--- src/rtl/mm_pkg.sv ---
`timescale 1ns/1ps
package mm_pkg;

    localparam int unsigned NUM_AXES = 3;

    typedef enum logic [1:0] {
        ST_FREE        = 2'd0,
        ST_SEEK_QUIET  = 2'd1,
        ST_SEEK_MOTION = 2'd2
    } link_state_t;

    // Lowest-index set bit as a one-hot code (X has priority).
    function automatic logic [NUM_AXES-1:0] first_axis(input logic [NUM_AXES-1:0] hits);
        logic [NUM_AXES-1:0] res;
        res = '0;
        for (int i = NUM_AXES - 1; i >= 0; i--) begin
            if (hits[i]) res = NUM_AXES'(1) << i;
        end
        return res;
    endfunction

endpackage

--- src/rtl/mm_axis_gauge.sv ---
`timescale 1ns/1ps
// One axis: reference register plus coupled magnitude compare.
module mm_axis_gauge #(
    parameter int SW = 12,
    parameter int TW = 8
) (
    input  logic                 clk,
    input  logic                 rst_n,
    input  logic                 load,
    input  logic                 ac,
    input  logic                 ref_ok,
    input  logic signed [SW-1:0] smp,
    input  logic [TW-1:0]        thr,
    output logic                 over
);
    localparam int DW = SW + 1;

    logic signed [SW-1:0] ref_q;
    logic signed [SW-1:0] base;
    logic signed [DW-1:0] diff;
    logic [DW-1:0]        mag;

    always_ff @(posedge clk or negedge rst_n) begin
        if (!rst_n)    ref_q <= '0;
        else if (load) ref_q <= smp;
    end

    always_comb begin
        if (!ac)         base = '0;
        else if (ref_ok) base = ref_q;
        else             base = smp;   // first sample is its own reference
        diff = $signed({smp[SW-1], smp}) - $signed({base[SW-1], base});
        mag  = diff[DW-1] ? $unsigned(-diff) : $unsigned(diff);
        over = mag > {{(DW-TW){1'b0}}, thr};
    end
endmodule

--- src/rtl/mm_motion_front.sv ---
`timescale 1ns/1ps
// Three coupled axis gauges sharing a reference-valid flag.
module mm_motion_front
    import mm_pkg::*;
#(
    parameter int SW = 12,
    parameter int TW = 8
) (
    input  logic                           clk,
    input  logic                           rst_n,
    input  logic                           run,
    input  logic                           ac,
    input  logic [NUM_AXES-1:0]            en,
    input  logic                           vld,
    input  logic [NUM_AXES-1:0][SW-1:0]    smp,
    input  logic [TW-1:0]                  thr,
    input  logic                           reload,
    input  logic                           drop,
    output logic [NUM_AXES-1:0]            over
);
    logic                ref_ok_q;
    logic                load;
    logic [NUM_AXES-1:0] raw_over;

    assign load = run && vld && (!ref_ok_q || reload);

    always_ff @(posedge clk or negedge rst_n) begin
        if (!rst_n)    ref_ok_q <= 1'b0;
        else if (!run) ref_ok_q <= 1'b0;
        else if (drop) ref_ok_q <= 1'b0;
        else if (vld)  ref_ok_q <= 1'b1;
    end

    for (genvar a = 0; a < NUM_AXES; a++) begin : g_axis
        mm_axis_gauge #(.SW(SW), .TW(TW)) u_gauge (
            .clk    (clk),
            .rst_n  (rst_n),
            .load   (load),
            .ac     (ac),
            .ref_ok (ref_ok_q),
            .smp    ($signed(smp[a])),
            .thr    (thr),
            .over   (raw_over[a])
        );
        assign over[a] = run && vld && en[a] && raw_over[a];
    end
endmodule

--- src/rtl/mm_quiet_timer.sv ---
`timescale 1ns/1ps
// Quiet-period tracker counting second ticks.
module mm_quiet_timer #(
    parameter int TIME_W = 8
) (
    input  logic              clk,
    input  logic              rst_n,
    input  logic              run,
    input  logic              vld,
    input  logic              loud,
    input  logic              tick,
    input  logic [TIME_W-1:0] limit,
    output logic              hit
);
    logic              quiet_q;
    logic [TIME_W-1:0] cnt_q;

    assign hit = run && quiet_q && (cnt_q >= limit);

    always_ff @(posedge clk or negedge rst_n) begin
        if (!rst_n) begin
            quiet_q <= 1'b0;
            cnt_q   <= '0;
        end else if (!run || hit || (vld && loud)) begin
            quiet_q <= 1'b0;
            cnt_q   <= '0;
        end else begin
            if (vld) quiet_q <= 1'b1;
            if (tick && quiet_q && (cnt_q != '1)) cnt_q <= cnt_q + 1'b1;
        end
    end
endmodule

--- src/rtl/mm_link_fsm.sv ---
`timescale 1ns/1ps
// Link sequencing and auto-sleep status.
module mm_link_fsm
    import mm_pkg::*;
(
    input  logic clk,
    input  logic rst_n,
    input  logic linked,
    input  logic autosleep,
    input  logic act_hit,
    input  logic quiet_hit,
    input  logic act_pending,
    output logic act_gate,
    output logic quiet_gate,
    output logic asleep
);
    link_state_t state_q, state_d;

    always_ff @(posedge clk or negedge rst_n) begin
        if (!rst_n) state_q <= ST_FREE;
        else        state_q <= state_d;
    end

    always_comb begin
        state_d = state_q;
        unique case (state_q)
            ST_FREE:        if (linked) state_d = ST_SEEK_QUIET;
            ST_SEEK_QUIET:  if (!linked) state_d = ST_FREE;
                            else if (quiet_hit) state_d = ST_SEEK_MOTION;
            ST_SEEK_MOTION: if (!linked) state_d = ST_FREE;
                            else if (act_hit) state_d = ST_SEEK_QUIET;
            default:        state_d = ST_FREE;
        endcase
    end

    always_comb begin
        act_gate   = 1'b0;
        quiet_gate = 1'b0;
        unique case (state_q)
            ST_FREE:        begin act_gate = 1'b1; quiet_gate = 1'b1; end
            ST_SEEK_QUIET:  quiet_gate = 1'b1;
            ST_SEEK_MOTION: act_gate = 1'b1;
            default:        ;
        endcase
    end

    always_ff @(posedge clk or negedge rst_n) begin
        if (!rst_n)
            asleep <= 1'b0;
        else if (!(linked && autosleep))
            asleep <= 1'b0;
        else if (state_q == ST_SEEK_MOTION && act_hit)
            asleep <= 1'b0;
        else if (state_q == ST_SEEK_QUIET && quiet_hit && !act_pending)
            asleep <= 1'b1;
    end
endmodule

--- src/rtl/motion_monitor.sv ---
`timescale 1ns/1ps
module motion_monitor
    import mm_pkg::*;
#(
    parameter int SW     = 12,
    parameter int TW     = 8,
    parameter int TIME_W = 8
) (
    input  logic              clk,
    input  logic              rst_n,
    input  logic              smp_vld,
    input  logic [SW-1:0]     smp_x,
    input  logic [SW-1:0]     smp_y,
    input  logic [SW-1:0]     smp_z,
    input  logic              sec_tick,
    input  logic [TW-1:0]     act_thr,
    input  logic [TW-1:0]     quiet_thr,
    input  logic [TIME_W-1:0] quiet_time,
    input  logic              act_ac,
    input  logic              quiet_ac,
    input  logic [2:0]        act_axis_en,
    input  logic [2:0]        quiet_axis_en,
    input  logic              link_en,
    input  logic              autosleep_en,
    input  logic              evt_clr,
    output logic              act_evt,
    output logic              quiet_evt,
    output logic [2:0]        act_src,
    output logic              asleep
);
    logic [NUM_AXES-1:0][SW-1:0] smp_bus;
    logic [NUM_AXES-1:0]         act_over, quiet_over;
    logic act_on, quiet_on, linked;
    logic act_gate, quiet_gate, act_run, quiet_run;
    logic act_hit, quiet_hit, quiet_loud;

    assign smp_bus   = {smp_z, smp_y, smp_x};
    assign act_on    = |act_axis_en;
    assign quiet_on  = |quiet_axis_en;
    assign linked    = link_en && act_on && quiet_on;
    assign act_run   = act_on && act_gate;
    assign quiet_run = quiet_on && quiet_gate;
    assign act_hit   = |act_over;
    assign quiet_loud = |quiet_over;

    mm_motion_front #(.SW(SW), .TW(TW)) u_act_front (
        .clk(clk), .rst_n(rst_n), .run(act_run), .ac(act_ac),
        .en(act_axis_en), .vld(smp_vld), .smp(smp_bus), .thr(act_thr),
        .reload(1'b0), .drop(act_hit), .over(act_over)
    );

    mm_motion_front #(.SW(SW), .TW(TW)) u_quiet_front (
        .clk(clk), .rst_n(rst_n), .run(quiet_run), .ac(quiet_ac),
        .en(quiet_axis_en), .vld(smp_vld), .smp(smp_bus), .thr(quiet_thr),
        .reload(quiet_loud), .drop(1'b0), .over(quiet_over)
    );

    mm_quiet_timer #(.TIME_W(TIME_W)) u_timer (
        .clk(clk), .rst_n(rst_n), .run(quiet_run), .vld(smp_vld),
        .loud(quiet_loud), .tick(sec_tick), .limit(quiet_time), .hit(quiet_hit)
    );

    mm_link_fsm u_link (
        .clk(clk), .rst_n(rst_n), .linked(linked), .autosleep(autosleep_en),
        .act_hit(act_hit), .quiet_hit(quiet_hit), .act_pending(act_evt),
        .act_gate(act_gate), .quiet_gate(quiet_gate), .asleep(asleep)
    );

    always_ff @(posedge clk or negedge rst_n) begin
        if (!rst_n) begin
            act_evt   <= 1'b0;
            quiet_evt <= 1'b0;
            act_src   <= '0;
        end else begin
            if (act_hit) begin
                act_evt <= 1'b1;
                act_src <= first_axis(act_over);
            end else if (evt_clr) begin
                act_evt <= 1'b0;
            end
            if (quiet_hit)    quiet_evt <= 1'b1;
            else if (evt_clr) quiet_evt <= 1'b0;
        end
    end
endmodule

--- config.mk ---
export PLATFORM = sky130hd
export DESIGN_NAME = motion_monitor
export DESIGN_NICKNAME = d
export VERILOG_FILES = /design/src/rtl/mm_pkg.sv /design/src/rtl/mm_axis_gauge.sv /design/src/rtl/mm_motion_front.sv /design/src/rtl/mm_quiet_timer.sv /design/src/rtl/mm_link_fsm.sv /design/src/rtl/motion_monitor.sv
export SDC_FILE = /design/constraint.sdc
export NUM_CORES = 1
export LEC_CHECK = 0
export BUFFER_PORTS_ARGS = -buffer_cell sky130_fd_sc_hd__buf_2
export CAP_MARGIN = 20
export CELL_PAD_IN_SITES_DETAIL_PLACEMENT = 1
export CELL_PAD_IN_SITES_GLOBAL_PLACEMENT = 2
export CORE_MARGIN = 2
export CORE_UTILIZATION = 36
export CTS_CLUSTER_SIZE = 20
export DETAILED_ROUTE_END_ITERATION = 8
export GPL_TIMING_DRIVEN = 0
export PLACE_DENSITY_LB_ADDON = 0.15
export SLEW_MARGIN = 25
export SYNTH_ARGS = -nofsm -noshare
export SYNTH_HDL_FRONTEND = slang
export SYNTH_HIERARCHICAL = 1
export SYNTH_SLANG_ARGS = --single-unit
--- constraint.sdc ---
create_clock -name clk -period 7.05 [get_ports clk]
set_input_delay 0.705 -clock clk [delete_from_list [all_inputs] [get_ports clk]]
set_output_delay 0.705 -clock clk [all_outputs]
set_load 0.005 [all_outputs]
## Word level (Yosys, flattened, before mapping)

Cells that the tools add are included.

| word-level totals | value |
|---|---|
| register bits after elaboration | 91 |
| input bits | 75 |
| output and inout bits | 6 |
| logic and storage cells | 134 |

| cells by class | value |
|---|---|
| add/subtract/negate cells | 13 |
| order comparisons | 7 |
| equal/unequal tests | 9 |
| multiplexer cells | 42 |
| reductions and logical operators | 48 |

Operators by type and width:

| operator | number |
|---|---|
| $mux 12 | 12 |
| $gt 13x8->1 | 6 |
| $mux 13 | 6 |
| $neg 13->13 | 6 |
| $sub 12x12->13 | 6 |
| $logic_and 1x1->1 | 29 |
| $mux 8 | 2 |
| $mux 1 | 13 |
| $reduce_or 3->1 | 4 |
| $mux 2 | 5 |
| $mux 3 | 3 |
| $ne 3x3->1 const B | 3 |
| $add 8x1->8 const B | 1 |
| $ge 8x8->1 | 1 |
| $ne 8x8->1 const B | 1 |
| $reduce_bool 2->1 | 4 |
| $pmux 2 s3 | 1 |
| $logic_not 1->1 | 4 |
| $reduce_or 2->1 | 2 |
| $logic_or 1x1->1 | 3 |
| $ne 3x2->1 const B | 1 |
| $reduce_and 3->1 | 1 |
| $eq 2x1->1 const B | 1 |
| $eq 2x2->1 const B | 1 |
| 3 further kinds | 3 |

## Depth between registers and ports, before layout

| logic depth | value |
|---|---|
| word-level depth | 11 |
| mapped depth | 24 |
| depth with buffers taken out | 24 |

## Modules after synthesis

The synthesis kept the hierarchy.

Modules (own cells, without submodules):

| module | instances | cells an instance | area an instance (um2) | sequential area each (um2) |
|---|---|---|---|---|
| mm_axis_gauge at u_act_front.g_axis[1].u_gauge ... | 4 | 201 | 1720.4 | 300.3 |
| mm_axis_gauge at u_act_front.g_axis[0].u_gauge ... | 2 | 214 | 1855.5 | 300.3 |
| mm_quiet_timer | 1 | 89 | 767.0 | 225.2 |
| motion_monitor | 1 | 23 | 230.2 | 125.1 |
| mm_motion_front | 2 | 9 | 83.8 | 25.0 |
| mm_link_fsm | 1 | 15 | 148.9 | 75.1 |

## Worst setup path before layout

No wires, ideal clock.

| timing path | value |
|---|---|
| kind | reg2reg |
| from | register u_act_front.ref_ok_q |
| to | register u_link.state_q[0] |
| library setup time | 0.119 ns |
| arrival time | 5.084 ns |
| required time | 6.931 ns |
| setup slack | 1.847 ns |
| stages on the path, launching flop included | 24 |
| path buffers | 1 |
| period minus slack after synthesis | 5.203 ns |
| path through | dfrtp_1 buf_1 mux2_2 nand2_1 ha_1 a21o_1 a2111oi_4 a21boi_1 a221o_2 nand2_1 o21ai_0 ha_1 nor2b_1 o21a_1 o21a_1 o211ai_1 a21o_1 a21oi_1 a2111o_1 and3_1 or3_4 and2b_1 o22ai_1 and2_1 |

| on the way | value |
|---|---|
| cells in the longest elaborated chain, start to end | 10 |
| elaborated cells on any way between the ends | 24 |
| those cells by class | add/sub (6); order compare (3); eq/ne (1); mux (9); reduce/logical (5) |

Ends and longest elaborated chain:

| element | line | text |
|---|---|---|
| start, declared | mm_motion_front.sv:21 | `logic ref_ok_q;` |
| start signal, assigned | mm_motion_front.sv:28 | `if (!rst_n) ref_ok_q <= 1'b0;` |
| start signal, assigned | mm_motion_front.sv:29 | `else if (!run) ref_ok_q <= 1'b0;` |
| start signal, assigned | mm_motion_front.sv:30 | `else if (drop) ref_ok_q <= 1'b0;` |
| $mux 12 (*) | mm_axis_gauge.sv:30 | `else if (ref_ok) base = ref_q;` |
| $mux 12 (*) | mm_axis_gauge.sv:29 | `if (!ac) base = '0;` |
| $sub 12x12->13 (*) | mm_axis_gauge.sv:32 | `diff = $signed({smp[SW-1], smp}) - $signed({base[SW-1], base});` |
| $neg 13->13 | mm_axis_gauge.sv:33 | `mag = diff[DW-1] ? $unsigned(-diff) : $unsigned(diff);` |
| $mux 13 (*) | mm_axis_gauge.sv:33 |  |
| $gt 13x8->1 (*) | mm_axis_gauge.sv:34 | `over = mag > {{(DW-TW){1'b0}}, thr};` |
| net u_act_front.raw_over[0] | mm_motion_front.sv:23 | `logic [NUM_AXES-1:0] raw_over;` |
| $logic_and 1x1->1 (*) | mm_motion_front.sv:45 | `assign over[a] = run && vld && en[a] && raw_over[a];` |
| net act_over[0] | motion_monitor.sv:32 | `logic [NUM_AXES-1:0] act_over, quiet_over;` |
| $reduce_or 3->1 (*) | motion_monitor.sv:43 | `assign act_hit = \|act_over;` |
| net act_hit | motion_monitor.sv:35 | `logic act_hit, quiet_hit, quiet_loud;` |
| $ne 3x3->1 (no source line) (*) | n/a |  |
| $reduce_and 3->1 (no source line) (*) | n/a |  |
| end signal, assigned | mm_link_fsm.sv:21 | `else state_q <= state_d;` |
| end, declared | mm_link_fsm.sv:17 | `link_state_t state_q, state_d;` |

Mark *: on every way through the listed nets, which the timed path passes. The rest lies on a longest branch.
A chain may end at the register's enable or synchronous reset.

## Worst setup path after layout

| timing path | value |
|---|---|
| from | register u_quiet_front.ref_ok_q |
| to | register u_quiet_front.g_axis[1].u_gauge.ref_q[11] |

| on the way | value |
|---|---|
| cells in the longest elaborated chain, start to end | 10 |
| elaborated cells on any way between the ends | 25 |
| those cells by class | add/sub (6); order compare (3); mux (9); reduce/logical (7) |

Ends and longest elaborated chain:

| element | line | text |
|---|---|---|
| start, declared | mm_motion_front.sv:21 |  |
| start signal, assigned | mm_motion_front.sv:28 |  |
| start signal, assigned | mm_motion_front.sv:29 |  |
| start signal, assigned | mm_motion_front.sv:30 |  |
| $mux 12 (*) | mm_axis_gauge.sv:30 |  |
| $mux 12 (*) | mm_axis_gauge.sv:29 |  |
| $sub 12x12->13 (*) | mm_axis_gauge.sv:32 |  |
| $neg 13->13 | mm_axis_gauge.sv:33 |  |
| $mux 13 (*) | mm_axis_gauge.sv:33 |  |
| $gt 13x8->1 (*) | mm_axis_gauge.sv:34 |  |
| net u_quiet_front.raw_over[0] | mm_motion_front.sv:23 |  |
| $logic_and 1x1->1 (*) | mm_motion_front.sv:45 |  |
| net quiet_over[0] | motion_monitor.sv:32 |  |
| $reduce_or 3->1 (*) | motion_monitor.sv:44 | `assign quiet_loud = \|quiet_over;` |
| net quiet_loud | motion_monitor.sv:35 |  |
| $logic_or 1x1->1 (*) | mm_motion_front.sv:25 | `assign load = run && vld && (!ref_ok_q \|\| reload);` |
| $logic_and 1x1->1 (*) | mm_motion_front.sv:25 |  |
| net u_quiet_front.load | mm_motion_front.sv:22 | `logic load;` |
| end signal, assigned | mm_axis_gauge.sv:25 | `else if (load) ref_q <= smp;` |
| end, declared | mm_axis_gauge.sv:18 | `logic signed [SW-1:0] ref_q;` |

Marks and branches as above.

==> flow_metrics.tcl <==
set metrics [dict create \
    syn_to_final_growth_pct 10.7 \
    fin_crit_ns 6.46 \
    cp_max_fo 11 \
    worstSetupPathType "reg -> reg" \
    synth_edf_count 0 \
    antenna_found_initial 0 \
    crit_family "compound AO/OA/AOI/OAI gates" \
    cts.sinks 91 \
    worstPathCellList "buf_1, mux2_2, nand2_1, ha_1, o21ai_0, a2111oi_0, a311o_1, nor4_2, a21oi_1, xnor2_1, ha_1, nand2_1, o21ai_0, o22ai_1, o2111ai_1, and3_1, or3_1, inv_1, a21boi_2, buf_1, mux2_2" \
    clk_latency_ns 0.36 \
    post_cts_buffers 0 \
    slowest_delay_ns 0.74 \
    grt.total_usage 0.197 \
    start_util 0.366 \
    antenna_cells 0 \
    mostFrequentLayoutCells "ha_1 (147), mux2_2 (143), nand2_1 (141)" \
    powerDensity_mw_per_mm2 204 \
    design_area_mm2 0.0132 \
    numPortBuffers 80 \
    core_region_area_mm2 0.0325 \
    via_count 10400 \
    required_ns 7.29 \
    syn_area_per_cell_um2 8.65 \
    worstPathArrival_ns 6.70 \
    grt_pass1_wl_um 54700 \
    p_leak_uw 0.00567 \
    relSlewSlack 0.469 \
    netlist_top_cells_area "dfrtp_1 (19%), ha_1 (15%), mux2_2 (14%)" \
    io_pins 81 \
    netlist_area_mm2 0.0119 \
    ys_ff_latch 91 \
    drt_iter0_drc 430 \
    dpl.hpwl_um 27300 \
    drt_wl_total_um 33100 \
    gp_congestion 0.770 \
    die_area_mm2 0.0345 \
    ys.flop_type "dfrtp_1" \
    clock_skew_ns 0.0127 \
    max-cap-violations 0 \
    async_flop_share 1.00 \
    finalCritPeriodShare 0.916 \
    setup-tns-final_ns 0 \
    final-instance-count-excl-fill 1917 \
    dpl_cell_area_mm2 0.0129 \
    drtPass1Iterations 4 \
    wire_per_inst_um 17.3 \
    clock_path_buffers 2 \
    max_freq_mhz 155 \
    yosysSeqAreaShare 0.191 \
    cts_resized 0 \
    hp-class "in -> async" \
    ir_worst_vdd_mv 0.114 \
    die_y_um 186 \
    vias_per_cell 5.43 \
    synthDistinctLibCells 82 \
    grt_pass1_vias 10400 \
    dp.cells 1901 \
    slew_viol_final 0 \
    synth_top_cell_by_area "dfrtp_1" \
    utilization 0.405 \
    cts_root_buf "clkbuf_16" \
    drc 0 \
    cp_slowest_cell "dfrtp_1" \
    crit_path_start_kind "flip-flop" \
    die-width_um 186 \
    finalNetCount 1698 \
    clk_pin_slew_ns 0.08 \
    synth_cells 1377 \
    num_rows 66 \
    rsz0062_at_grt "false" \
    cts_tree "yes" \
    rrSetupSlack_ns 0.59 \
    yosys_warnings 6 \
    drive_gt1_frac 0.209 \
    worst_slew_pin_slew_ns 0.793 \
    setup_violations 0 \
    status "complete, no violations" \
    grt_max_degree 60 \
    crit_buf_inv 3 \
    netlist.area_leader.share 0.191 \
    end_kind "flip-flop" \
    htreeDepth 3 \
    layout_commonest_cell "ha_1" \
    ant_nets 0 \
    globalRouteOverflowTotal 0 \
    cts_hold_buf 0 \
    cts_buffers 9 \
    finalHoldViolations 0 \
]
[final timing paths]
check                                                    from                                                    end  depth (start not counted)
max                        u_quiet_front/ref_ok_q$_DFFE_PN0P_  u_quiet_front/g_axis[1].u_gauge/ref_q[11]$_DFFE_PN0P_                         21
min                                                     rst_n                                  quiet_evt$_DFFE_PN0P_                          1
max reg2reg                u_quiet_front/ref_ok_q$_DFFE_PN0P_  u_quiet_front/g_axis[1].u_gauge/ref_q[11]$_DFFE_PN0P_                         21
min reg2reg                             quiet_evt$_DFFE_PN0P_                                  quiet_evt$_DFFE_PN0P_                          1
max in group asynchronous                               rst_n     u_act_front/g_axis[1].u_gauge/ref_q[4]$_DFFE_PN0P_                          2
min in group clk                        quiet_evt$_DFFE_PN0P_                                  quiet_evt$_DFFE_PN0P_                          1
[power by group]
| part | leakage, uW | total (uW) | internal, uW | switching, uW |
|---|---|---|---|---|
| sequential | 0.00109 | 664 | 610 | 53.6 |
| combinational | 0.00445 | 1550 | 688 | 861 |
| clock | 0.000133 | 480 | 244 | 236 |
| total | 0.00567 | 2690 | 1540 | 1150 |
[metrics by stage]
step	setup WS, ns	hold WS (ns)	total power (uW)
floorplan	1.85	0.409	1850
global placement	0.670	0.461	2190
detailed placement	0.522	0.468	2230
CTS	0.508	0.231	2730
global route	0.203	0.243	2950
finish	0.593	0.227	2690
[final cells by class]
type                       instances  area (um^2)
fill                            3889        19400
multi-input combinational       1146         9040
sequential                        91         2280
tap                              442          553
timing repair buffer              81          434
inverter                          96          360
buffer                            45          236
clock buffer                       9          225
clock inverter                     7         58.8
[state kept, by name, indices dropped and copies added (netlist names), 2 cells and up]
signal	count
u_link/state_q	2
u_quiet_front/g_axis.u_gauge/ref_q	36
u_timer/cnt_q	8
u_act_front/g_axis.u_gauge/ref_q	36
act_src	3
[layer usage]
metal  part of all wire  vias up  wire, um  global-route usage
li1                   -     5256         -                   -
met2               0.45       83     14800               0.318
met3              0.020       18       672              0.0170
met1               0.52     5044     17400               0.288
met4             0.0088        0       290              0.0381
met5                  0        -         0                   0
[cells in the mapped netlist (all sizes together), types with 16 or more instances]
cell type / count
o21ai: 42
mux2: 143
ha: 147
buf: 31
nand3: 41
inv: 96
nor2: 73
xnor2: 63
nor2b: 24
nand2: 141
dfrtp: 91
a21oi: 89
xor2: 30
a31oi: 17
nand2b: 23
a21o: 35
nand4: 16
o211ai: 17
nor3: 25
[logic make-up (layout without fill, tap and decap cells)]
kind of cell,Yosys count,count (layout),share of synthesized area
AO/OA/AOI/OAI,331,331,0.202
XOR/XNOR,93,93,0.0684
adder cells (fa/ha/maj),153,153,0.165
buffers and inverters,141,238,0.0501
flip-flops,91,91,0.191
multiplexers,154,154,0.144
other,1,2,0.000315
AND/OR/NAND/NOR,413,413,0.179
(Power assumes the default switching activity.)
